<file path="src/rtl/pic_pkg.sv">
// Shared types for the priority interrupt controller.
// Assumes an 8-line controller addressed through an 8-bit port.
package pic_pkg;
    typedef enum logic [1:0] {
        INIT_IDLE,
        INIT_W2,
        INIT_W3,
        INIT_W4
    } init_st_t;

    typedef enum logic [2:0] {
        VIEW_IRR,
        VIEW_ISR,
        VIEW_VEC,
        VIEW_CAS,
        VIEW_MODE
    } view_t;
endpackage

</file>
<file path="src/rtl/pic_req_latch.sv">
// Request register: records edge- or level-sensitive requests per line.
// Assumes irq_in is synchronous to clk. A serviced edge request is
// cleared by svc_clr; clear_all drops every request and re-arms edges.
module pic_req_latch #(
    parameter int NUM_IN = 8
) (
    input  logic              clk,
    input  logic              rst_n,
    input  logic              clear_all,
    input  logic              level_mode,
    input  logic [NUM_IN-1:0] irq_in,
    input  logic [NUM_IN-1:0] svc_clr,
    output logic [NUM_IN-1:0] irr
);
    logic [NUM_IN-1:0] prev_in;

    // Previous input sample, used to find rising edges.
    always_ff @(posedge clk) begin
        if (!rst_n) prev_in <= '0;
        else        prev_in <= irq_in;
    end

    genvar gi;
    generate
        for (gi = 0; gi < NUM_IN; gi++) begin : g_line
            // Per-line request bit update.
            always_ff @(posedge clk) begin
                if (!rst_n || clear_all)         irr[gi] <= 1'b0;
                else if (level_mode)             irr[gi] <= irq_in[gi];
                else if (irq_in[gi] && !prev_in[gi]) irr[gi] <= 1'b1;
                else if (svc_clr[gi])            irr[gi] <= 1'b0;
            end

            // a request can only appear while its input was high.
            a_r5_rise_needs_input: assert property (@(posedge clk) disable iff (!rst_n)
                $rose(irr[gi]) |-> $past(irq_in[gi]));
        end
    endgenerate
endmodule

</file>
<file path="src/rtl/pic_prio_resolve.sv">
// Rotating priority resolver. Level lowest+1 ranks highest.
// Finds the top requested level and the top blocking level, and grants
// when the request strictly outranks the blocker. NUM_IN is a power of two.
module pic_prio_resolve #(
    parameter int NUM_IN = 8,
    localparam int ID_W = $clog2(NUM_IN)
) (
    input  logic [ID_W-1:0]   lowest,
    input  logic [NUM_IN-1:0] req,
    input  logic [NUM_IN-1:0] blk,
    output logic              req_hit,
    output logic [ID_W-1:0]   req_id,
    output logic              blk_hit,
    output logic [ID_W-1:0]   blk_id,
    output logic              grant
);
    logic [ID_W-1:0] req_rank, blk_rank, lvl;

    // Scan levels in priority order, keeping the first hit of each kind.
    always_comb begin
        req_hit = 1'b0; req_id = '0; req_rank = '0;
        blk_hit = 1'b0; blk_id = '0; blk_rank = '0;
        lvl = '0;
        for (int k = 0; k < NUM_IN; k++) begin
            lvl = lowest + ID_W'(k + 1);
            if (!req_hit && req[lvl]) begin
                req_hit = 1'b1; req_id = lvl; req_rank = ID_W'(k);
            end
            if (!blk_hit && blk[lvl]) begin
                blk_hit = 1'b1; blk_id = lvl; blk_rank = ID_W'(k);
            end
        end
        grant = req_hit && (!blk_hit || (req_rank < blk_rank));
    end
endmodule

</file>
<file path="src/rtl/prio_irq_ctrl.sv">
// Programmable priority interrupt controller, serviced by poll reads.
// Assumes single-cycle bus strobes with bus_rd and bus_wr never together.
// Command address decodes init word 1 (bit 4), priority/EOI (bits 4..3=00)
// and select (bits 4..3=01). Data address carries init words or the mask.
module prio_irq_ctrl #(
    parameter int DATA_W = 8
) (
    input  logic              clk,
    input  logic              rst_n,
    input  logic [DATA_W-1:0] irq_in,
    input  logic              bus_a0,
    input  logic              bus_wr,
    input  logic              bus_rd,
    input  logic [DATA_W-1:0] bus_wdata,
    output logic [DATA_W-1:0] bus_rdata,
    output logic              irq_out
);
    import pic_pkg::*;

    localparam int NUM_IN = DATA_W;
    localparam int ID_W   = $clog2(NUM_IN);
    localparam int PAD_W  = DATA_W - 1 - ID_W;

    logic [NUM_IN-1:0] irr, imr, isr, svc_clr, blk_eff;
    logic [ID_W-1:0]   lowest, req_id, blk_id, top_isr_id;
    logic              smm, level_mode, single_mode, need_w4, poll_armed;
    logic              req_hit, blk_hit, grant, top_isr_hit;
    logic              unused_req_hit, unused_grant;
    logic [ID_W-1:0]   unused_req_id;
    logic [DATA_W-1:0] vec_base, cas_word, mode_word, poll_word;
    init_st_t          init_st;
    view_t             view;

    logic wr_cmd, wr_dat, rd_cmd, is_icw1, is_prio, is_sel, poll_take;

    // Bus decode.
    always_comb begin
        wr_cmd    = bus_wr && !bus_a0;
        wr_dat    = bus_wr && bus_a0;
        rd_cmd    = bus_rd && !bus_a0 && !bus_wr;
        is_icw1   = wr_cmd && bus_wdata[4];
        is_prio   = wr_cmd && (bus_wdata[4:3] == 2'b00);
        is_sel    = wr_cmd && (bus_wdata[4:3] == 2'b01);
        poll_take = rd_cmd && poll_armed;
    end

    // Masked in-service levels stop blocking in special mask mode.
    always_comb blk_eff = smm ? (isr & ~imr) : isr;

    // Edge requests are consumed by a successful poll.
    always_comb svc_clr = (poll_take && grant) ? (NUM_IN'(1) << req_id) : '0;

    pic_req_latch #(.NUM_IN(NUM_IN)) u_req (
        .clk(clk), .rst_n(rst_n), .clear_all(is_icw1),
        .level_mode(level_mode), .irq_in(irq_in),
        .svc_clr(svc_clr), .irr(irr)
    );

    pic_prio_resolve #(.NUM_IN(NUM_IN)) u_arb (
        .lowest(lowest), .req(irr & ~imr), .blk(blk_eff),
        .req_hit(req_hit), .req_id(req_id),
        .blk_hit(blk_hit), .blk_id(blk_id), .grant(grant)
    );

    pic_prio_resolve #(.NUM_IN(NUM_IN)) u_eoi (
        .lowest(lowest), .req('0), .blk(isr),
        .req_hit(unused_req_hit), .req_id(unused_req_id),
        .blk_hit(top_isr_hit), .blk_id(top_isr_id), .grant(unused_grant)
    );

    // Initialization word sequencer and configuration storage.
    always_ff @(posedge clk) begin
        if (!rst_n) begin
            init_st <= INIT_IDLE; level_mode <= 1'b0;
            single_mode <= 1'b0;  need_w4 <= 1'b0;
            vec_base <= '0; cas_word <= '0; mode_word <= '0;
        end else if (is_icw1) begin
            init_st     <= INIT_W2;
            level_mode  <= bus_wdata[3];
            single_mode <= bus_wdata[1];
            need_w4     <= bus_wdata[0];
            if (!bus_wdata[0]) mode_word <= '0;
        end else if (wr_dat) begin
            case (init_st)
                INIT_W2: begin
                    vec_base <= bus_wdata;
                    init_st  <= !single_mode ? INIT_W3 : (need_w4 ? INIT_W4 : INIT_IDLE);
                end
                INIT_W3: begin
                    cas_word <= bus_wdata;
                    init_st  <= need_w4 ? INIT_W4 : INIT_IDLE;
                end
                INIT_W4: begin
                    mode_word <= bus_wdata;
                    init_st   <= INIT_IDLE;
                end
                default: init_st <= INIT_IDLE;
            endcase
        end
    end

    // Mask register.
    always_ff @(posedge clk) begin
        if (!rst_n)                             imr <= '1;
        else if (is_icw1)                       imr <= '0;
        else if (wr_dat && init_st == INIT_IDLE) imr <= bus_wdata;
    end

    // In-service register: set by poll, cleared by end-of-interrupt.
    always_ff @(posedge clk) begin
        if (!rst_n || is_icw1) begin
            isr <= '0;
        end else if (poll_take && grant) begin
            isr[req_id] <= 1'b1;
        end else if (is_prio) begin
            case (bus_wdata[7:5])
                3'b001:  if (top_isr_hit) isr[top_isr_id] <= 1'b0;
                3'b011:  isr[bus_wdata[ID_W-1:0]] <= 1'b0;
                default: ;
            endcase
        end
    end

    // Operating state: priority, special mask, poll arm, read view.
    always_ff @(posedge clk) begin
        if (!rst_n || is_icw1) begin
            lowest <= ID_W'(NUM_IN - 1); smm <= 1'b0;
            poll_armed <= 1'b0;          view <= VIEW_IRR;
        end else begin
            if (is_prio && bus_wdata[7:5] == 3'b110) lowest <= bus_wdata[ID_W-1:0];
            if (is_sel) begin
                if (bus_wdata[6]) smm <= bus_wdata[5];
                poll_armed <= bus_wdata[2];
                if (bus_wdata[7]) begin
                    case (bus_wdata[1:0])
                        2'b00:   view <= VIEW_VEC;
                        2'b01:   view <= VIEW_CAS;
                        default: view <= VIEW_MODE;
                    endcase
                end else if (bus_wdata[1]) begin
                    view <= bus_wdata[0] ? VIEW_ISR : VIEW_IRR;
                end
            end else if (poll_take) begin
                poll_armed <= 1'b0;
            end
        end
    end

    // Poll result word.
    always_comb poll_word = grant ? {1'b1, {PAD_W{1'b0}}, req_id} : '0;

    // Read data mux.
    always_comb begin
        if (bus_a0)          bus_rdata = imr;
        else if (poll_armed) bus_rdata = poll_word;
        else begin
            case (view)
                VIEW_ISR:  bus_rdata = isr;
                VIEW_VEC:  bus_rdata = vec_base;
                VIEW_CAS:  bus_rdata = cas_word;
                VIEW_MODE: bus_rdata = mode_word;
                default:   bus_rdata = irr;
            endcase
        end
    end

    assign irq_out = grant;

    a_r7_poll_shape: assert property (@(posedge clk) disable iff (!rst_n)
        poll_take |-> (bus_rdata[DATA_W-2:ID_W] == '0) && (bus_rdata[DATA_W-1] || bus_rdata == '0));

    a_r7_poll_sets_isr: assert property (@(posedge clk) disable iff (!rst_n)
        (poll_take && bus_rdata[DATA_W-1]) |=> isr[$past(bus_rdata[ID_W-1:0])]);

    a_r9_specific_eoi: assert property (@(posedge clk) disable iff (!rst_n)
        (is_prio && bus_wdata[7:5] == 3'b011) |=> !isr[$past(bus_wdata[ID_W-1:0])]);

    a_r4_mask_load: assert property (@(posedge clk) disable iff (!rst_n)
        (wr_dat && init_st == INIT_IDLE) |=> imr == $past(bus_wdata));

    a_r13_irq_needs_req: assert property (@(posedge clk) disable iff (!rst_n)
        irq_out |-> |(irr & ~imr));
endmodule

</file>
<file path="config.mk">
export PLATFORM = sky130hd
export DESIGN_NAME = prio_irq_ctrl
export DESIGN_NICKNAME = d
export VERILOG_FILES = /design/src/rtl/pic_pkg.sv /design/src/rtl/pic_req_latch.sv /design/src/rtl/pic_prio_resolve.sv /design/src/rtl/prio_irq_ctrl.sv
export SDC_FILE = /design/constraint.sdc
export NUM_CORES = 1
export LEC_CHECK = 0
export ABC_AREA = 1
export ABC_CLOCK_PERIOD_IN_PS = 4880
export BUFFER_PORTS_ARGS = -buffer_cell sky130_fd_sc_hd__buf_2
export CELL_PAD_IN_SITES_DETAIL_PLACEMENT = 1
export CELL_PAD_IN_SITES_GLOBAL_PLACEMENT = 2
export CORE_ASPECT_RATIO = 1.2
export CORE_MARGIN = 2
export CORE_UTILIZATION = 34
export CTS_CLUSTER_SIZE = 12
export DETAILED_ROUTE_END_ITERATION = 8
export GPL_TIMING_DRIVEN = 0
export PLACE_DENSITY_LB_ADDON = 0.1
export SYNTH_ARGS = -nofsm -noshare
export SYNTH_HDL_FRONTEND = slang
export SYNTH_SLANG_ARGS = --single-unit
export TNS_END_PERCENT = 50
</file>
<file path="constraint.sdc">
create_clock -name clk -period 4.88 [get_ports clk]
set_clock_uncertainty 0.2 [all_clocks]
set_input_delay 0.732 -clock clk [delete_from_list [all_inputs] [get_ports clk]]
set_output_delay 0.732 -clock clk [all_outputs]
set_load 0.005 [all_outputs]
</file>
* Yosys cells after proc, flatten, opt, wreduce, memory -nomap -nowiden *
Index checks and enable logic that the tools add are counted.

operators by class
  bitwise operators = 10
  add/subtract/negate cells = 7
  reduce and logical (&&, ||, !) cells = 104
  shifts and indexed selects = 1
  mux-type cells = 159
  $lt $le $gt $ge = 15
  equal/unequal tests = 14

operator list
  operator                                                    count
  two-way mux 8 bit                                           14
  two-way mux 1 bit                                           82
  two-way mux 3 bit                                           26
  binary-select mux 1 bit (select 3 bit)                      24
  logical AND 1 bit                                           44
  less-than comparator 3 x 4 -> 1 bit, second input constant  11
  logical NOT 1 bit                                           33
  bitwise AND 8 bit                                           4
  case mux 8 bit (4 select lines)                             1
  nonzero test 3 bit                                          9
  NOT 8 bit                                                   3
  case mux 8 bit (2 select lines)                             1
  adder 3 bit, second input constant                          4
  two-way mux 2 bit                                           6
  AND reduction 3 bit                                         4
  nonzero test 2 bit                                          6
  demux 1 bit (select 3 bit)                                  3
  == test 3 x 2 -> 1 bit, second input constant               3
  >= comparator 3 x 1 -> 1 bit, second input constant         3
  bitwise OR 8 bit                                            1
  left shift 1 x 3 -> 8 bit, first input constant             1
  adder 3 x 2 -> 3 bit, second input constant                 2
  == test 2 x 1 -> 1 bit, second input constant               3
  == test 3 x 1 -> 1 bit, second input constant               2
  13 further kinds                                            20

word-level totals
  logic and storage cells = 333
  flip-flop bits (word level) = 69
  input port bits = 21

* Logic depth before layout (Yosys ltp) *
Gate-level depths: netlist (run 1).

  depth in word-level cells = 35
  gate-level depth with buffers = 25
  mapped depth without buffers = 22

* Cells and area by module *
From an unflattened synthesis (run 1), not the netlist that was laid out.

unflattened totals
  cells, all modules = 1067
  area, all modules = 6454.9 µm²

modules (own cells, without submodules)
  module                     cells an instance  times used  area each (µm²)  seq. area each (µm²)
  prio_irq_ctrl              480                1           3110.5           1061.0
  pic_prio_resolve at u_arb  258                1           1405.1           0.0
  pic_prio_resolve at u_eoi  252                1           1358.8           0.0
  pic_req_latch              77                 1           580.6            320.3

* Worst setup path before layout (run 1) *
OpenSTA, ideal clock, no wires.

  path type = reg-to-output
  start point = reg lowest[1]
  end point = out bus_rdata[0]
  arrival time = 3.183 ns
  cell stages (with the launch flop) = 22
  path buffers = 3
  data required time = 3.948 ns
  path slack = 0.765 ns
  cell sequence = dfxtp_1 -> buf_6 -> inv_4 -> buf_6 -> ha_1 -> inv_2 -> buf_2 -> nand3_1 -> nand2_1 -> nor2_1 -> nor2_1 -> inv_1 -> o21ai_1 -> nand3_1 -> ha_1 -> a21oi_1 -> nand2_1 -> nand2_4 -> nand2_2 -> nor2_2 -> nand2_1 -> a31oi_1

between the ends
  cells in the longest elaborated chain, start to end = 31
  elaborated cells between the ends (all ways) = 112
  those cells by class = add/sub: 7; order compare: 1; mux: 73; reduce/logical: 31

ends and longest elaborated chain
  element                                                                 RTL line                                        RTL
  start, declared                                                         prio_irq_ctrl.sv:25                             logic [ID_W-1:0] lowest, req_id, blk_id, top_isr_id;
  start signal, assigned                                                  prio_irq_ctrl.sv:130                            if (is_prio && bus_wdata[7:5] == 3'b110) lowest <= bus_wdata[ID_W-1:0];
  adder 3 x 1 -> 3 bit                                                    pic_prio_resolve.sv:25                          lvl = lowest + ID_W'(k + 1);
  binary-select mux 1 bit (select 3 bit), on equally long branches        pic_prio_resolve.sv:26, pic_prio_resolve.sv:29
  two-way mux 1 bit, on equally long branches (2 in series)               pic_prio_resolve.sv:26, pic_prio_resolve.sv:29
  logical NOT 1 bit, on equally long branches                             pic_prio_resolve.sv:26, pic_prio_resolve.sv:29
  logical AND 1 bit, on equally long branches                             pic_prio_resolve.sv:26, pic_prio_resolve.sv:29
  two-way mux 1 bit, on equally long branches                             pic_prio_resolve.sv:26, pic_prio_resolve.sv:29
  logical NOT 1 bit, on equally long branches                             pic_prio_resolve.sv:26, pic_prio_resolve.sv:29
  logical AND 1 bit, on equally long branches                             pic_prio_resolve.sv:26, pic_prio_resolve.sv:29
  [... 14 more ...]                                                       -
  logical AND 1 bit, on equally long branches                             pic_prio_resolve.sv:26, pic_prio_resolve.sv:29
  two-way mux 3 bit, or another cell as far along                         pic_prio_resolve.sv:26                          if (!req_hit && req[lvl]) begin
  less-than comparator 3 bit / logical NOT 1 bit (equally long branches)  pic_prio_resolve.sv:33                          grant = req_hit && (!blk_hit || (req_rank < blk_rank));
  logical OR 1 bit                                                        pic_prio_resolve.sv:33
  logical AND 1 bit                                                       pic_prio_resolve.sv:33
  two-way mux 8 bit (*)                                                   prio_irq_ctrl.sv:150                            always_comb poll_word = grant ? {1'b1, {PAD_W{1'b0}}, req_id} : '0;
  two-way mux 8 bit (*)                                                   prio_irq_ctrl.sv:155                            else if (poll_armed) bus_rdata = poll_word;
  two-way mux 8 bit (*)                                                   prio_irq_ctrl.sv:154                            if (bus_a0) bus_rdata = imr;
  end, declared                                                           prio_irq_ctrl.sv:15                             output logic [DATA_W-1:0] bus_rdata,

Every way passes the cells marked *; elsewhere a longest branch is shown, timed or not. The select of a mux whose other input is x is not followed.

* Worst setup path after layout (run 1) *
  start point = reg lowest[1]
  end point = out bus_rdata[2]

Same word-level chain as after synthesis.

==> results of run 1 <==
-- critical path, delay by kind of cell, from the launching register on --
family | cells | cell delay, ns
and+or+nand+nor | 15 | 1.46
DFF | 1 | 0.37
adders and majority gates | 2 | 0.52
buffers and inverters | 6 | 0.71
AOI/OAI and AO/OA | 2 | 0.29
-- stage by stage --
stage | power (mW) | hold WS (ns) | std cells | area [um2] | utilization (%)
final | 1.49 | 0.267 | 1115 | 6070 | 39.3
after global routing | 1.56 | 0.290 | 1115 | 6070 | 39.3
after CTS | 1.49 | 0.265 | 1115 | 6020 | 39.0
after detailed placement | 0.870 | 0.257 | 1096 | 5690 | 36.8
after global placement | 0.860 | 0.247 | 1096 | 5690 | 36.8
after floorplan | 0.774 | 0.225 | 862 | 5300 | -
-- routing by layer --
metal  global-route usage (%)  part of all wire (%)
met1                     28.6                    42
met2                     44.6                    50
met3                     2.51                   2.4
met4                     13.1                   5.3
met5                        0                     0
-- layout make-up --
cell class	instances	area, um2
Sequential cell	69	1390
Timing Repair Buffer	31	168
Clock buffer	10	239
Multi-Input combinational cell	645	3350
Clock inverter	6	45.0
Fill cell	2096	9380
Inverter	120	458
Buffer	26	165
Tap cell	208	260
-- timing repair --
action	CTS	global route
setup buffers	4	1
gates resized for setup	9	11
endpoints found under the setup margin	5	4
pin swaps	2	1
-- cells in the final DEF, fill, tap and decap left out, drive strengths merged, types with 3 or more instances in the layout --
cell and count:
clkinv 5, or2 4, o21ai 68, clkinvlp 3, ha 8, buf 42
o21bai 9, a31oi 6, dfxtp 69, nor2 87, nand4 22, a21oi 55
clkbuf 25, nor3 6, nand2 223, nand3 119, o2111ai 3, inv 118
o211ai 7, o22ai 5, a221oi 5
-- worst paths after layout --
path / endpoint / cells after the start
worst max-delay path: bus_rdata[2] / 25
worst max register to register: u_req.irr[7]$_SDFFE_PP0P_ / 23
worst min-delay path: cas_word[6]$_SDFFE_PN0P_ / 2
worst min register to register: cas_word[6]$_SDFFE_PN0P_ / 2
-- power by group --
| group | switching, mW | total [mW] | internal (mW) |
|---|---|---|---|
| Clock | 0.260 | 0.620 | 0.360 |
| Sequential | 0.0182 | 0.604 | 0.586 |
| Combinational | 0.183 | 0.264 | 0.0816 |
| Total | 0.461 | 1.49 | 1.03 |
-- sequential cells by signal, summed over array words and instances (netlist names), 2 cells and up --
register,flops
mode_word,8
view,3
cas_word,8
imr,8
lowest,3
isr,8
vec_base,8
u_req.irr,8
init_st,2
u_req.prev_in,8
-- kinds of logic after synthesis --
group / Yosys count
XOR/XNOR: 3
multiplexers: 1
buffers and inverters: 148
AND/OR/NAND/NOR: 465
flip-flops: 69
adder cells (fa/ha/maj): 8
AO/OA/AOI/OAI: 168
==> results_tabular.tex, run 1 <==
\begin{tabular}{lr}
\hline
Metric & Value \\
\hline
\multicolumn{2}{l}{\textbf{Outcome}} \\
Result of the run & finished clean \\
\multicolumn{2}{l}{\textbf{STA}} \\
Worst max-slew margin expressed relative to the limit & 34.1\% \\
Shortest period the worst path allows & 4.63 ns \\
Fmax & 0.216 GHz \\
Period Utilization, post-route & 94.9\% \\
Final hold viol count & 0 \\
Total Neg Setup Slack & 0 ns \\
Final max-slew violation count & 0 \\
RSZ-0062 raised after global routing & no \\
Setup Viol. Count Final & 0 \\
Worst path setup slack after routing & 0.251 ns \\
Worst-Margin Slew & 0.982 ns \\
\multicolumn{2}{l}{\textbf{Logic synthesis}} \\
Largest cells by area after synthesis & sky130\_fd\_sc\_hd\_\_dfxtp\_1 26\%, sky130\_fd\_sc\_hd\_\_nand2\_1 15\%, sky130\_fd\_sc\_hd\_\_nand3\_1 11\% \\
Main combinational cell family by area after synthesis & simple AND/OR/NAND/NOR gates \\
Most instantiated library cell after synthesis & sky130\_fd\_sc\_hd\_\_nand2\_1 \\
Flops \& latches, synth & 69 \\
Fraction of synthesis flops using an asynchronous set or reset pin & 0\% \\
Share of synthesized cell area in and, or, nand and nor gates & 40.0\% \\
Xor and xnor fraction of the mapped netlist area & 1.56\% \\
Most area-hungry cell type in the Yosys netlist & sky130\_fd\_sc\_hd\_\_dfxtp\_1 \\
Commonest cells post-synth & 218 x sky130\_fd\_sc\_hd\_\_nand2\_1, 114 x sky130\_fd\_sc\_hd\_\_nand3\_1, 109 x sky130\_fd\_sc\_hd\_\_inv\_1, 76 x sky130\_fd\_sc\_hd\_\_nor2\_1, 69 x sky130\_fd\_sc\_hd\_\_dfxtp\_1 \\
Share of synthesized area occupied by flip-flops and latches & 26.1\% \\
Net count after synthesis & 891 \\
Post-Synth Adder-Cell Area & 1.89\% \\
Share of synthesized area spent on multiplexers & 0.189\% \\
Per-instance average area after synthesis & 6.15 um2 \\
Portion of synthesized cell area occupied by the leading cell type & 26.1\% \\
Yosys warning total & 0 \\
Number of library cell types mapped by synthesis & 51 \\
Netlist area before placement & 5300 um2 \\
Compound-gate portion of the synthesized area & 18.7\% \\
Prevailing post-synth register cell & sky130\_fd\_sc\_hd\_\_dfxtp\_1 \\
Synthesized instance count & 862 \\
Number of enable-type register cells in the synthesized netlist & 0 \\
\multicolumn{2}{l}{\textbf{Clocking}} \\
TritonCTS clock tree & built \\
Root Buffer & sky130\_fd\_sc\_hd\_\_clkbuf\_16 \\
Clock network latency to the later pin of the worst-skew pair & 0.33 ns \\
H-Tree Level Count & 3 \\
Clock-pin slew on the worst setup and hold paths & 0.06 ns \\
Total CTS buffers & 9 \\
Hold buffer count at cts & 0 \\
Longest Clk Path Bufs & 2 \\
Num Clock Sinks & 69 \\
\multicolumn{2}{l}{\textbf{Power}} \\
Pwr Density & 245 nW/um2 \\
Peak ir drop on the vdd network & 0.218 mV \\
Static Leakage & 2.65 nW \\
\multicolumn{2}{l}{\textbf{Worst hold path}} \\
Beginning of the worst hold path & cas\_word[6]\$\_SDFFE\_PN0P\_ \\
Worst Hold Class & register to register \\
\multicolumn{2}{l}{\textbf{Setup path}} \\
Critical Path Start Type & register \\
Launch point of the worst path & lowest[1]\$\_SDFFE\_PP1P\_ \\
Worst Path Arrival & 3.70 ns \\
Crit path required time & 3.95 ns \\
Launch instance of the worst register-to-register path & lowest[1]\$\_SDFFE\_PP1P\_ \\
Cell type with the highest occurrence count on the critical path & sky130\_fd\_sc\_hd\_\_nand2\_1 \\
Worst setup slack for register-to-register paths & 1.23 ns \\
Setup CP Type & register to output pin \\
Worst stage delay on the critical path & 0.37 ns \\
Highest fanout seen on the critical path & 15 \\
Cell type of the slowest stage on the worst timing path & sky130\_fd\_sc\_hd\_\_dfxtp\_4 \\
Critical path endpoint category & output pin \\
\multicolumn{2}{l}{\textbf{Flow run}} \\
Number of maximum-capacitance violations & 0 \\
\multicolumn{2}{l}{\textbf{Routing}} \\
DR vias/cell & 5.31 \\
First DRT Iteration DRCs & 245 \\
Routed len/inst & 18.2 um \\
Vias after detailed routing & 5,925 \\
Routed Antenna Nets & 0 \\
Aggregate routed wire length & 20,300 um \\
Number of optimization iterations in the first detailed-route pass & 5 \\
Remaining DRCs & 0 \\
\multicolumn{2}{l}{\textbf{Die}} \\
Number of top-level design ports & 30 \\
Die extent in x & 118 um \\
Die height & 141 um \\
Area of the core & 15,500 um2 \\
Site Rows & 50 \\
Initial standard-cell utilization of the core & 34.3\% \\
Total Die Area & 16,600 um2 \\
\multicolumn{2}{l}{\textbf{Placed design}} \\
Port-buffer cells & 26 \\
Post-placement setup slack & -0.141 ns \\
HPWL after detailed placement & 16,700 um \\
Global placement routability congestion & 0.923 \\
\multicolumn{2}{l}{\textbf{Finish}} \\
Synthesis-to-finish area growth & 14.6\% \\
Fin nets & 931 \\
Diode count & 0 \\
Share of final-layout standard cells stronger than drive strength 1 & 12.3\% \\
\multicolumn{2}{l}{\textbf{Global routing}} \\
Number of antenna violations at the first check in global routing & 0 \\
Wire length of the first global-routing pass & 32,300 um \\
GRT overflow & 0 \\
GRT Resource Usage Total & 24.6\% \\
Via count of the first global-routing pass & 6,135 \\
Largest net degree at the start of global routing & 16 \\
\hline
\end{tabular}
No activity file was read; power rests on OpenSTA's default activity.
==> run 2, diff against run 1 <==
Settings changed: CELL_PAD_IN_SITES_DETAIL_PLACEMENT 1 to 0, CELL_PAD_IN_SITES_GLOBAL_PLACEMENT 2 to 1, CORE_UTILIZATION 34 to 44.
==> run 2 against run 1 <==
Core utilization increased by 13 points. Setup slack got worse by 0.023 ns. Combinational power fell by 2%. Maximum frequency fell by 0.50%. Total power up 4.9%. Non-clock buffer count increased by 8.
==> results_tabular.tex, run 2 (same netlist as run 1, synthesis figures left out) <==
\begin{tabular}{lr}
\hline
Metric & Value \\
\hline
\multicolumn{2}{l}{\textbf{Outcome}} \\
Result of the run & finished clean (unchanged) \\
\multicolumn{2}{l}{\textbf{Routing}} \\
Aggregate routed wire length & 17,300 um (was 20,300 um) \\
Routed len/inst & 16.2 um (was 18.2 um) \\
First DRT Iteration DRCs & 403 (was 245) \\
DR vias/cell & 5.45 (was 5.31) \\
Number of optimization iterations in the first detailed-route pass & 5 (unchanged) \\
Vias after detailed routing & 5,841 (was 5,925) \\
Routed Antenna Nets & 0 (unchanged) \\
Remaining DRCs & 0 (unchanged) \\
\multicolumn{2}{l}{\textbf{Clocking}} \\
Hold buffer count at cts & 0 (unchanged) \\
Total CTS buffers & 9 (unchanged) \\
TritonCTS clock tree & built (unchanged) \\
Clock network latency to the later pin of the worst-skew pair & 0.34 ns (was 0.33 ns) \\
Clock-pin slew on the worst setup and hold paths & 0.06 ns (about the same) \\
Num Clock Sinks & 69 (unchanged) \\
Root Buffer & sky130\_fd\_sc\_hd\_\_clkbuf\_16 (unchanged) \\
Longest Clk Path Bufs & 2 (unchanged) \\
H-Tree Level Count & 3 (unchanged) \\
\multicolumn{2}{l}{\textbf{Finish}} \\
Fin nets & 939 (was 931) \\
Final design area excluding fillers & 6110 um2 (was 6070 um2) \\
Share of final-layout standard cells stronger than drive strength 1 & 13.0\% (was 12.3\%) \\
Commonest non-fill, non-tap cell in the layout & sky130\_fd\_sc\_hd\_\_nand2\_1 (unchanged) \\
Post-route non-filler standard cell count & 1,071 (was 1,115) \\
Synthesis-to-finish area growth & 15.3\% (was 14.6\%) \\
Commonest non-fill, non-tap cells in the layout & 216 x sky130\_fd\_sc\_hd\_\_nand2\_1, 114 x sky130\_fd\_sc\_hd\_\_nand3\_1, 109 x sky130\_fd\_sc\_hd\_\_inv\_1, 74 x sky130\_fd\_sc\_hd\_\_nor2\_1, 67 x sky130\_fd\_sc\_hd\_\_dfxtp\_1 (was 217 x sky130\_fd\_sc\_hd\_\_nand2\_1, 113 x sky130\_fd\_sc\_hd\_\_nand3\_1, 109 x sky130\_fd\_sc\_hd\_\_inv\_1, 75 x sky130\_fd\_sc\_hd\_\_nor2\_1, 67 x sky130\_fd\_sc\_hd\_\_dfxtp\_1) \\
Diode count & 0 (unchanged) \\
\multicolumn{2}{l}{\textbf{Die}} \\
Number of top-level design ports & 30 (unchanged) \\
Initial standard-cell utilization of the core & 45.4\% (was 34.3\%) \\
Die extent in x & 104 um (was 118 um) \\
Total Die Area & 12,900 um2 (was 16,600 um2) \\
Die height & 124 um (was 141 um) \\
Area of the core & 11,700 um2 (was 15,500 um2) \\
Site Rows & 43 (was 50) \\
\multicolumn{2}{l}{\textbf{Setup path}} \\
Critical Path Start Type & register (unchanged) \\
Reg2Reg Depth & 25 (was 23) \\
Launch instance of the worst register-to-register path & lowest[1]\$\_SDFFE\_PP1P\_ (unchanged) \\
Setup CP Type & register to output pin (unchanged) \\
Highest fanout seen on the critical path & 10 (was 15) \\
Worst setup slack for register-to-register paths & 1.22 ns (was 1.23 ns) \\
Worst Path Arrival & 3.72 ns (was 3.70 ns) \\
Critical path endpoint category & output pin (unchanged) \\
Endpoint of the worst register-to-register path & u\_req.irr[4]\$\_SDFFE\_PP0P\_ (was u\_req.irr[7]\$\_SDFFE\_PP0P\_) \\
Crit path required time & 3.95 ns (about the same) \\
\multicolumn{2}{l}{\textbf{STA}} \\
Worst max-slew margin expressed relative to the limit & 42.7\% (was 34.1\%) \\
Worst Hold Margin & 0.256 ns (was 0.267 ns) \\
Shortest period the worst path allows & 4.65 ns (was 4.63 ns) \\
Fmax & 0.215 GHz (was 0.216 GHz) \\
Worst-Margin Slew & 0.853 ns (was 0.982 ns) \\
Setup Viol. Count Final & 0 (unchanged) \\
Final hold viol count & 0 (unchanged) \\
Period Utilization, post-route & 95.3\% (was 94.9\%) \\
Final max-slew violation count & 0 (unchanged) \\
Worst path setup slack after routing & 0.227 ns (was 0.251 ns) \\
\multicolumn{2}{l}{\textbf{Power}} \\
Power Total & 1.56 mW (was 1.49 mW) \\
Pwr Density & 256 nW/um2 (was 245 nW/um2) \\
Static Leakage & 2.71 nW (was 2.65 nW) \\
Peak ir drop on the vdd network & 0.228 mV (was 0.218 mV) \\
\multicolumn{2}{l}{\textbf{Flow run}} \\
Number of maximum-capacitance violations & 0 (unchanged) \\
\multicolumn{2}{l}{\textbf{Placed design}} \\
Global placement routability congestion & 1.04 (was 0.923) \\
Port-buffer cells & 26 (unchanged) \\
Placement-stage cell area & 5630 um2 (was 5690 um2) \\
Post-placement setup slack & -0.0616 ns (was -0.141 ns) \\
HPWL after detailed placement & 13,900 um (was 16,700 um) \\
Total placed cells including tap cells & 1,045 (was 1,096) \\
\multicolumn{2}{l}{\textbf{Worst hold path}} \\
Beginning of the worst hold path & mode\_word[4]\$\_SDFFE\_PN0P\_ (was cas\_word[6]\$\_SDFFE\_PN0P\_) \\
Depth of the worst hold-timing path & 2 (unchanged) \\
Worst Hold Class & register to register (unchanged) \\
Worst Hold End & mode\_word[4]\$\_SDFFE\_PN0P\_ (was cas\_word[6]\$\_SDFFE\_PN0P\_) \\
\multicolumn{2}{l}{\textbf{Global routing}} \\
GRT overflow & 0 (unchanged) \\
Number of antenna violations at the first check in global routing & 0 (unchanged) \\
Wire length of the first global-routing pass & 27,700 um (was 32,300 um) \\
Largest net degree at the start of global routing & 12 (was 16) \\
Via count of the first global-routing pass & 5,523 (was 6,135) \\
GRT Resource Usage Total & 26.7\% (was 24.6\%) \\
\hline
\end{tabular}
[run 2: changes by cell type in the layout (fill, tap and decap cells not counted), sizes merged]
cell      previous run  this run
inv                118       116
clkbuf              25        26
bufinv               0         2
buf                 42        50
clkinvlp             3         1
[run 2: repair_timing]
| item | in CTS | in global routing |
|---|---|---|
| resized for setup | 6 | 17 |
| setup endpoints to repair | 5 | 4 |
| setup buffers | 3 | 9 |
| cloned | 0 | 0 |
| hold endpoints to repair | 0 | 0 |
| pin swaps | 1 | 6 |
[run 2: how the worst max path moves through the flow]
stage                                start           end  slack (ns)  cells past startpoint
floorplan           lowest[1]$_SDFFE_PP1P_  bus_rdata[0]        0.76                     21
global placement    lowest[1]$_SDFFE_PP1P_  bus_rdata[0]        0.01                     24
detailed placement  lowest[1]$_SDFFE_PP1P_  bus_rdata[0]       -0.06                     22
CTS                 lowest[1]$_SDFFE_PP1P_  bus_rdata[0]        0.01                     26
global route        lowest[1]$_SDFFE_PP1P_  bus_rdata[2]       -0.02                     26
finish              lowest[1]$_SDFFE_PP1P_  bus_rdata[0]        0.23                     26
[run 2: layer usage]
layer	GRT usage [%]	part of all wire (%)
met1	31.5	43
met2	47.7	50
met3	2.41	3.5
met4	14.1	3.8
met5	0	0
[run 2: area by class of cell]
class | count | area (um2)
inverter | 120 | 455
tap | 157 | 196
sequential | 69 | 1390
timing repair buffer | 38 | 220
multi-input combinational | 645 | 3340
clock buffer | 11 | 243
buffer | 27 | 193
clock inverter | 4 | 72.6
fill | 1249 | 5560
[run 2: metrics by stage]
step | setup TNS [ns] | util [%]
6_report | 0 | 52.3
5_1_grt | -0.0196 | 52.3
4_1_cts | 0 | 51.2
3_5_place_dp | -0.132 | 48.2
3_3_place_gp | 0 | 48.2
2_1_floorplan | 0 | -
[run 2: worst max-delay path, stage by stage (launching register included)]
cell                      delay [ns]
sky130_fd_sc_hd__dfxtp_4        0.37
sky130_fd_sc_hd__buf_8          0.13
sky130_fd_sc_hd__inv_4          0.09
sky130_fd_sc_hd__buf_12         0.14
sky130_fd_sc_hd__ha_4           0.23
sky130_fd_sc_hd__inv_4          0.10
sky130_fd_sc_hd__buf_8          0.14
sky130_fd_sc_hd__nand3_1        0.11
sky130_fd_sc_hd__nand3_1        0.11
sky130_fd_sc_hd__nand2_1        0.07
sky130_fd_sc_hd__nor2_2         0.14
sky130_fd_sc_hd__nand2_1        0.10
sky130_fd_sc_hd__nor2_2         0.15
sky130_fd_sc_hd__nand2_1        0.07
sky130_fd_sc_hd__a21oi_1        0.13
sky130_fd_sc_hd__nor2_1         0.06
sky130_fd_sc_hd__ha_1           0.27
sky130_fd_sc_hd__nand2_1        0.06
sky130_fd_sc_hd__inv_1          0.03
sky130_fd_sc_hd__nand2_1        0.05
sky130_fd_sc_hd__nand2_1        0.08
sky130_fd_sc_hd__nand2_4        0.11
sky130_fd_sc_hd__nand2_2        0.10
sky130_fd_sc_hd__nor2_4         0.12
sky130_fd_sc_hd__nand2_1        0.07
sky130_fd_sc_hd__a31oi_1        0.20
sky130_fd_sc_hd__buf_2          0.15
[run 2: power by group]
part	total (mW)	switching, mW	internal, mW
combinational	0.259	0.172	0.0861
clock	0.699	0.242	0.457
sequential	0.604	0.0179	0.586
total	1.56	0.432	1.13
==> run 3, diff against run 2 <==
Settings changed: ABC_CLOCK_PERIOD_IN_PS 4880 to 4900.
Clock period 4.88 ns to 4.9 ns, I/O delays scaled along.
==> run 3 against run 2 <==
Sequential share of layout area increased by 0.084 points. Critical path type unchanged. First-iteration DRC count unchanged. Final area down 0.37%. Cell count fell by 0.28%. Critical endpoint unchanged.
==> results_tabular.tex, run 3 (same netlist as run 1, synthesis figures left out) <==
\begin{tabular}{lr}
\hline
Metric & Value \\
\hline
\multicolumn{2}{l}{\textbf{Finish}} \\
Commonest non-fill, non-tap cell in the layout & sky130\_fd\_sc\_hd\_\_nand2\_1 (unchanged) \\
Area of combinational cells with multiple inputs & 3350 um2 (was 3340 um2) \\
Synthesis-to-finish area growth & 14.9\% (was 15.3\%) \\
Final-layout fill cell count & 1,246 (was 1,249) \\
Share of final-layout standard cells stronger than drive strength 1 & 12.7\% (was 13.0\%) \\
End-of-flow core utilization & 52.1\% (was 52.3\%) \\
Final design area excluding fillers & 6090 um2 (was 6110 um2) \\
Sequential cell area in the final layout & 1390 um2 (unchanged) \\
Diode count & 0 (unchanged) \\
Post-route non-filler standard cell count & 1,068 (was 1,071) \\
Commonest non-fill, non-tap cells in the layout & 216 x sky130\_fd\_sc\_hd\_\_nand2\_1, 114 x sky130\_fd\_sc\_hd\_\_nand3\_1, 109 x sky130\_fd\_sc\_hd\_\_inv\_1, 74 x sky130\_fd\_sc\_hd\_\_nor2\_1, 67 x sky130\_fd\_sc\_hd\_\_dfxtp\_1 (unchanged) \\
Fin nets & 936 (was 939) \\
\multicolumn{2}{l}{\textbf{STA}} \\
Final hold viol count & 0 (unchanged) \\
Period Utilization, post-route & 95.7\% \\
Setup Viol. Count Final & 0 (unchanged) \\
Final max-slew violation count & 0 (unchanged) \\
Worst max-slew margin expressed relative to the limit & 42.1\% (was 42.7\%) \\
Worst path setup slack after routing & 0.209 ns (was 0.227 ns) \\
Fmax & 0.213 GHz \\
Shortest period the worst path allows & 4.69 ns \\
Total Neg Setup Slack & 0 ns (unchanged) \\
Worst-Margin Slew & 0.863 ns (was 0.853 ns) \\
\multicolumn{2}{l}{\textbf{Routing}} \\
Remaining DRCs & 0 (unchanged) \\
First DRT Iteration DRCs & 403 (unchanged) \\
Vias after detailed routing & 5,836 (was 5,841) \\
Routed len/inst & 16.1 um (was 16.2 um) \\
DR vias/cell & 5.46 (was 5.45) \\
Number of optimization iterations in the first detailed-route pass & 6 (was 5) \\
Aggregate routed wire length & 17,200 um (was 17,300 um) \\
Routed Antenna Nets & 0 (unchanged) \\
\multicolumn{2}{l}{\textbf{Global routing}} \\
Largest net degree at the start of global routing & 12 (unchanged) \\
Wire length of the first global-routing pass & 27,700 um (unchanged) \\
Via count of the first global-routing pass & 5,520 (was 5,523) \\
Number of antenna violations at the first check in global routing & 0 (unchanged) \\
GRT Resource Usage Total & 26.7\% (unchanged) \\
GRT overflow & 0 (unchanged) \\
\multicolumn{2}{l}{\textbf{Setup path}} \\
Cell type with the highest occurrence count on the critical path & sky130\_fd\_sc\_hd\_\_nand2\_1 (unchanged) \\
Worst Path Arrival & 3.76 ns (was 3.72 ns) \\
Worst stage delay on the critical path & 0.38 ns (was 0.37 ns) \\
Launch instance of the worst register-to-register path & lowest[1]\$\_SDFFE\_PP1P\_ (unchanged) \\
Launch point of the worst path & lowest[1]\$\_SDFFE\_PP1P\_ (unchanged) \\
Largest delay contributor family on the critical path & simple AND/OR/NAND/NOR gates (unchanged) \\
Crit path required time & 3.96 ns (was 3.95 ns) \\
Cell type of the slowest stage on the worst timing path & sky130\_fd\_sc\_hd\_\_dfxtp\_4 (unchanged) \\
CP Buf/Inv Count & 6 (was 7) \\
Critical path endpoint category & output pin (unchanged) \\
Critical Path Start Type & register (unchanged) \\
Highest fanout seen on the critical path & 10 (unchanged) \\
Setup CP Type & register to output pin (unchanged) \\
\multicolumn{2}{l}{\textbf{Placed design}} \\
HPWL after detailed placement & 13,900 um (unchanged) \\
Port-buffer cells & 26 (unchanged) \\
Post-placement setup slack & -0.0446 ns (was -0.0616 ns) \\
Global placement routability congestion & 1.04 (unchanged) \\
Placement-stage cell area & 5630 um2 (unchanged) \\
Total placed cells including tap cells & 1,045 (unchanged) \\
\multicolumn{2}{l}{\textbf{Clocking}} \\
Total CTS buffers & 9 (unchanged) \\
Clock network latency to the later pin of the worst-skew pair & 0.33 ns (was 0.34 ns) \\
Longest Clk Path Bufs & 2 (unchanged) \\
TritonCTS clock tree & built (unchanged) \\
Num Clock Sinks & 69 (unchanged) \\
H-Tree Level Count & 3 (unchanged) \\
Clock-pin slew on the worst setup and hold paths & 0.05 ns (was 0.06 ns) \\
Root Buffer & sky130\_fd\_sc\_hd\_\_clkbuf\_16 (unchanged) \\
\multicolumn{2}{l}{\textbf{Die}} \\
Area of the core & 11,700 um2 (unchanged) \\
Initial standard-cell utilization of the core & 45.4\% (unchanged) \\
Total Die Area & 12,900 um2 (unchanged) \\
Die extent in x & 104 um (unchanged) \\
Die height & 124 um (unchanged) \\
Site Rows & 43 (unchanged) \\
Number of top-level design ports & 30 (unchanged) \\
\multicolumn{2}{l}{\textbf{Power}} \\
Static Leakage & 2.70 nW (was 2.71 nW) \\
Sequential power share & 38.8\% (was 38.7\%) \\
Part of the total power dissipated in combinational logic & 16.7\% (was 16.6\%) \\
Pwr Density & 255 nW/um2 (was 256 nW/um2) \\
Power Internal & 1.13 mW (about the same) \\
NetSw & 0.426 mW (was 0.432 mW) \\
Clock power share & 44.5\% (was 44.8\%) \\
Peak ir drop on the vdd network & 0.225 mV (was 0.228 mV) \\
Switching share of power & 27.5\% (was 27.7\%) \\
\multicolumn{2}{l}{\textbf{Outcome}} \\
Result of the run & finished clean (unchanged) \\
\multicolumn{2}{l}{\textbf{Flow run}} \\
Number of maximum-capacitance violations & 0 (unchanged) \\
\multicolumn{2}{l}{\textbf{Worst hold path}} \\
Worst Hold Class & register to register (unchanged) \\
Beginning of the worst hold path & mode\_word[4]\$\_SDFFE\_PN0P\_ (unchanged) \\
\hline
\end{tabular}
run 3: cell count changes in the layout (fill, tap and decap cells not counted), sizes merged:
cell / delta
buf: -3
run 3: power by group through the flow:
stage                     registers (mW)  clock network (mW)  logic [mW]
after floorplan                    0.607                   0       0.165
after global placement             0.613                   0       0.237
after detailed placement           0.614                   0       0.240
after CTS                          0.602               0.695       0.242
after global routing               0.604               0.720       0.288
final                              0.602               0.691       0.258
run 3: metal layers:
metal | track usage (%) | wire (um) | up-vias
met1 | 31.5 | 7410 | 2682
met5 | 0 | 0 | -
met2 | 47.7 | 8510 | 168
li1 | - | - | 2948
met4 | 14.1 | 653 | 0
met3 | 2.41 | 673 | 38
run 3: what timing repair did:
item	4_1_cts	5_1_grt
hold buffers	0	0
setup endpoints to repair	5	4
resized for setup	6	16
pin swaps	0	5
buffers inserted	2	7
run 3: layout make-up:
cell class	instances	share of cell area [%]
buffer	27	3.04
clock buffer	11	3.99
clock inverter	4	1.19
inverter	120	7.48
multi-input combinational	645	55.1
sequential	69	22.8
tap	157	3.23
timing repair buffer	35	3.25
run 3: metrics by stage:
stage	total power [mW]	hold slack, ns
2_1_floorplan	0.771	0.225
3_3_place_gp	0.849	0.242
3_5_place_dp	0.853	0.250
4_1_cts	1.54	0.258
5_1_grt	1.61	0.282
6_report	1.55	0.255
run 3: final timing paths:
| path | to | slack, ns | cells past startpoint |
|---|---|---|---|
| max | bus_rdata[0] | 0.21 | 25 |
| min reg2reg | mode_word[4]$_SDFFE_PN0P_ | 0.25 | 2 |
| max reg2reg | u_req.irr[1]$_SDFFE_PP0P_ | 1.31 | 23 |
| min | mode_word[4]$_SDFFE_PN0P_ | 0.25 | 2 |
run 3: worst register-to-register path, stage by stage (launching register included):
cell	delay, ns
sky130_fd_sc_hd__dfxtp_4	0.38
sky130_fd_sc_hd__buf_8	0.15
sky130_fd_sc_hd__inv_4	0.07
sky130_fd_sc_hd__buf_12	0.15
sky130_fd_sc_hd__ha_4	0.32
sky130_fd_sc_hd__buf_6	0.16
sky130_fd_sc_hd__nand3_1	0.12
sky130_fd_sc_hd__nand3_1	0.13
sky130_fd_sc_hd__nand2_1	0.07
sky130_fd_sc_hd__nor2_2	0.14
sky130_fd_sc_hd__nand2_1	0.10
sky130_fd_sc_hd__nor2_2	0.13
sky130_fd_sc_hd__nand2_1	0.06
sky130_fd_sc_hd__a21oi_1	0.12
sky130_fd_sc_hd__nor2_1	0.06
sky130_fd_sc_hd__ha_1	0.27
sky130_fd_sc_hd__nand2_1	0.06
sky130_fd_sc_hd__inv_1	0.03
sky130_fd_sc_hd__nand2_1	0.05
sky130_fd_sc_hd__nand2_1	0.08
sky130_fd_sc_hd__nand2_4	0.11
sky130_fd_sc_hd__nand4_4	0.19
sky130_fd_sc_hd__o21bai_1	0.21
sky130_fd_sc_hd__a21oi_1	0.08
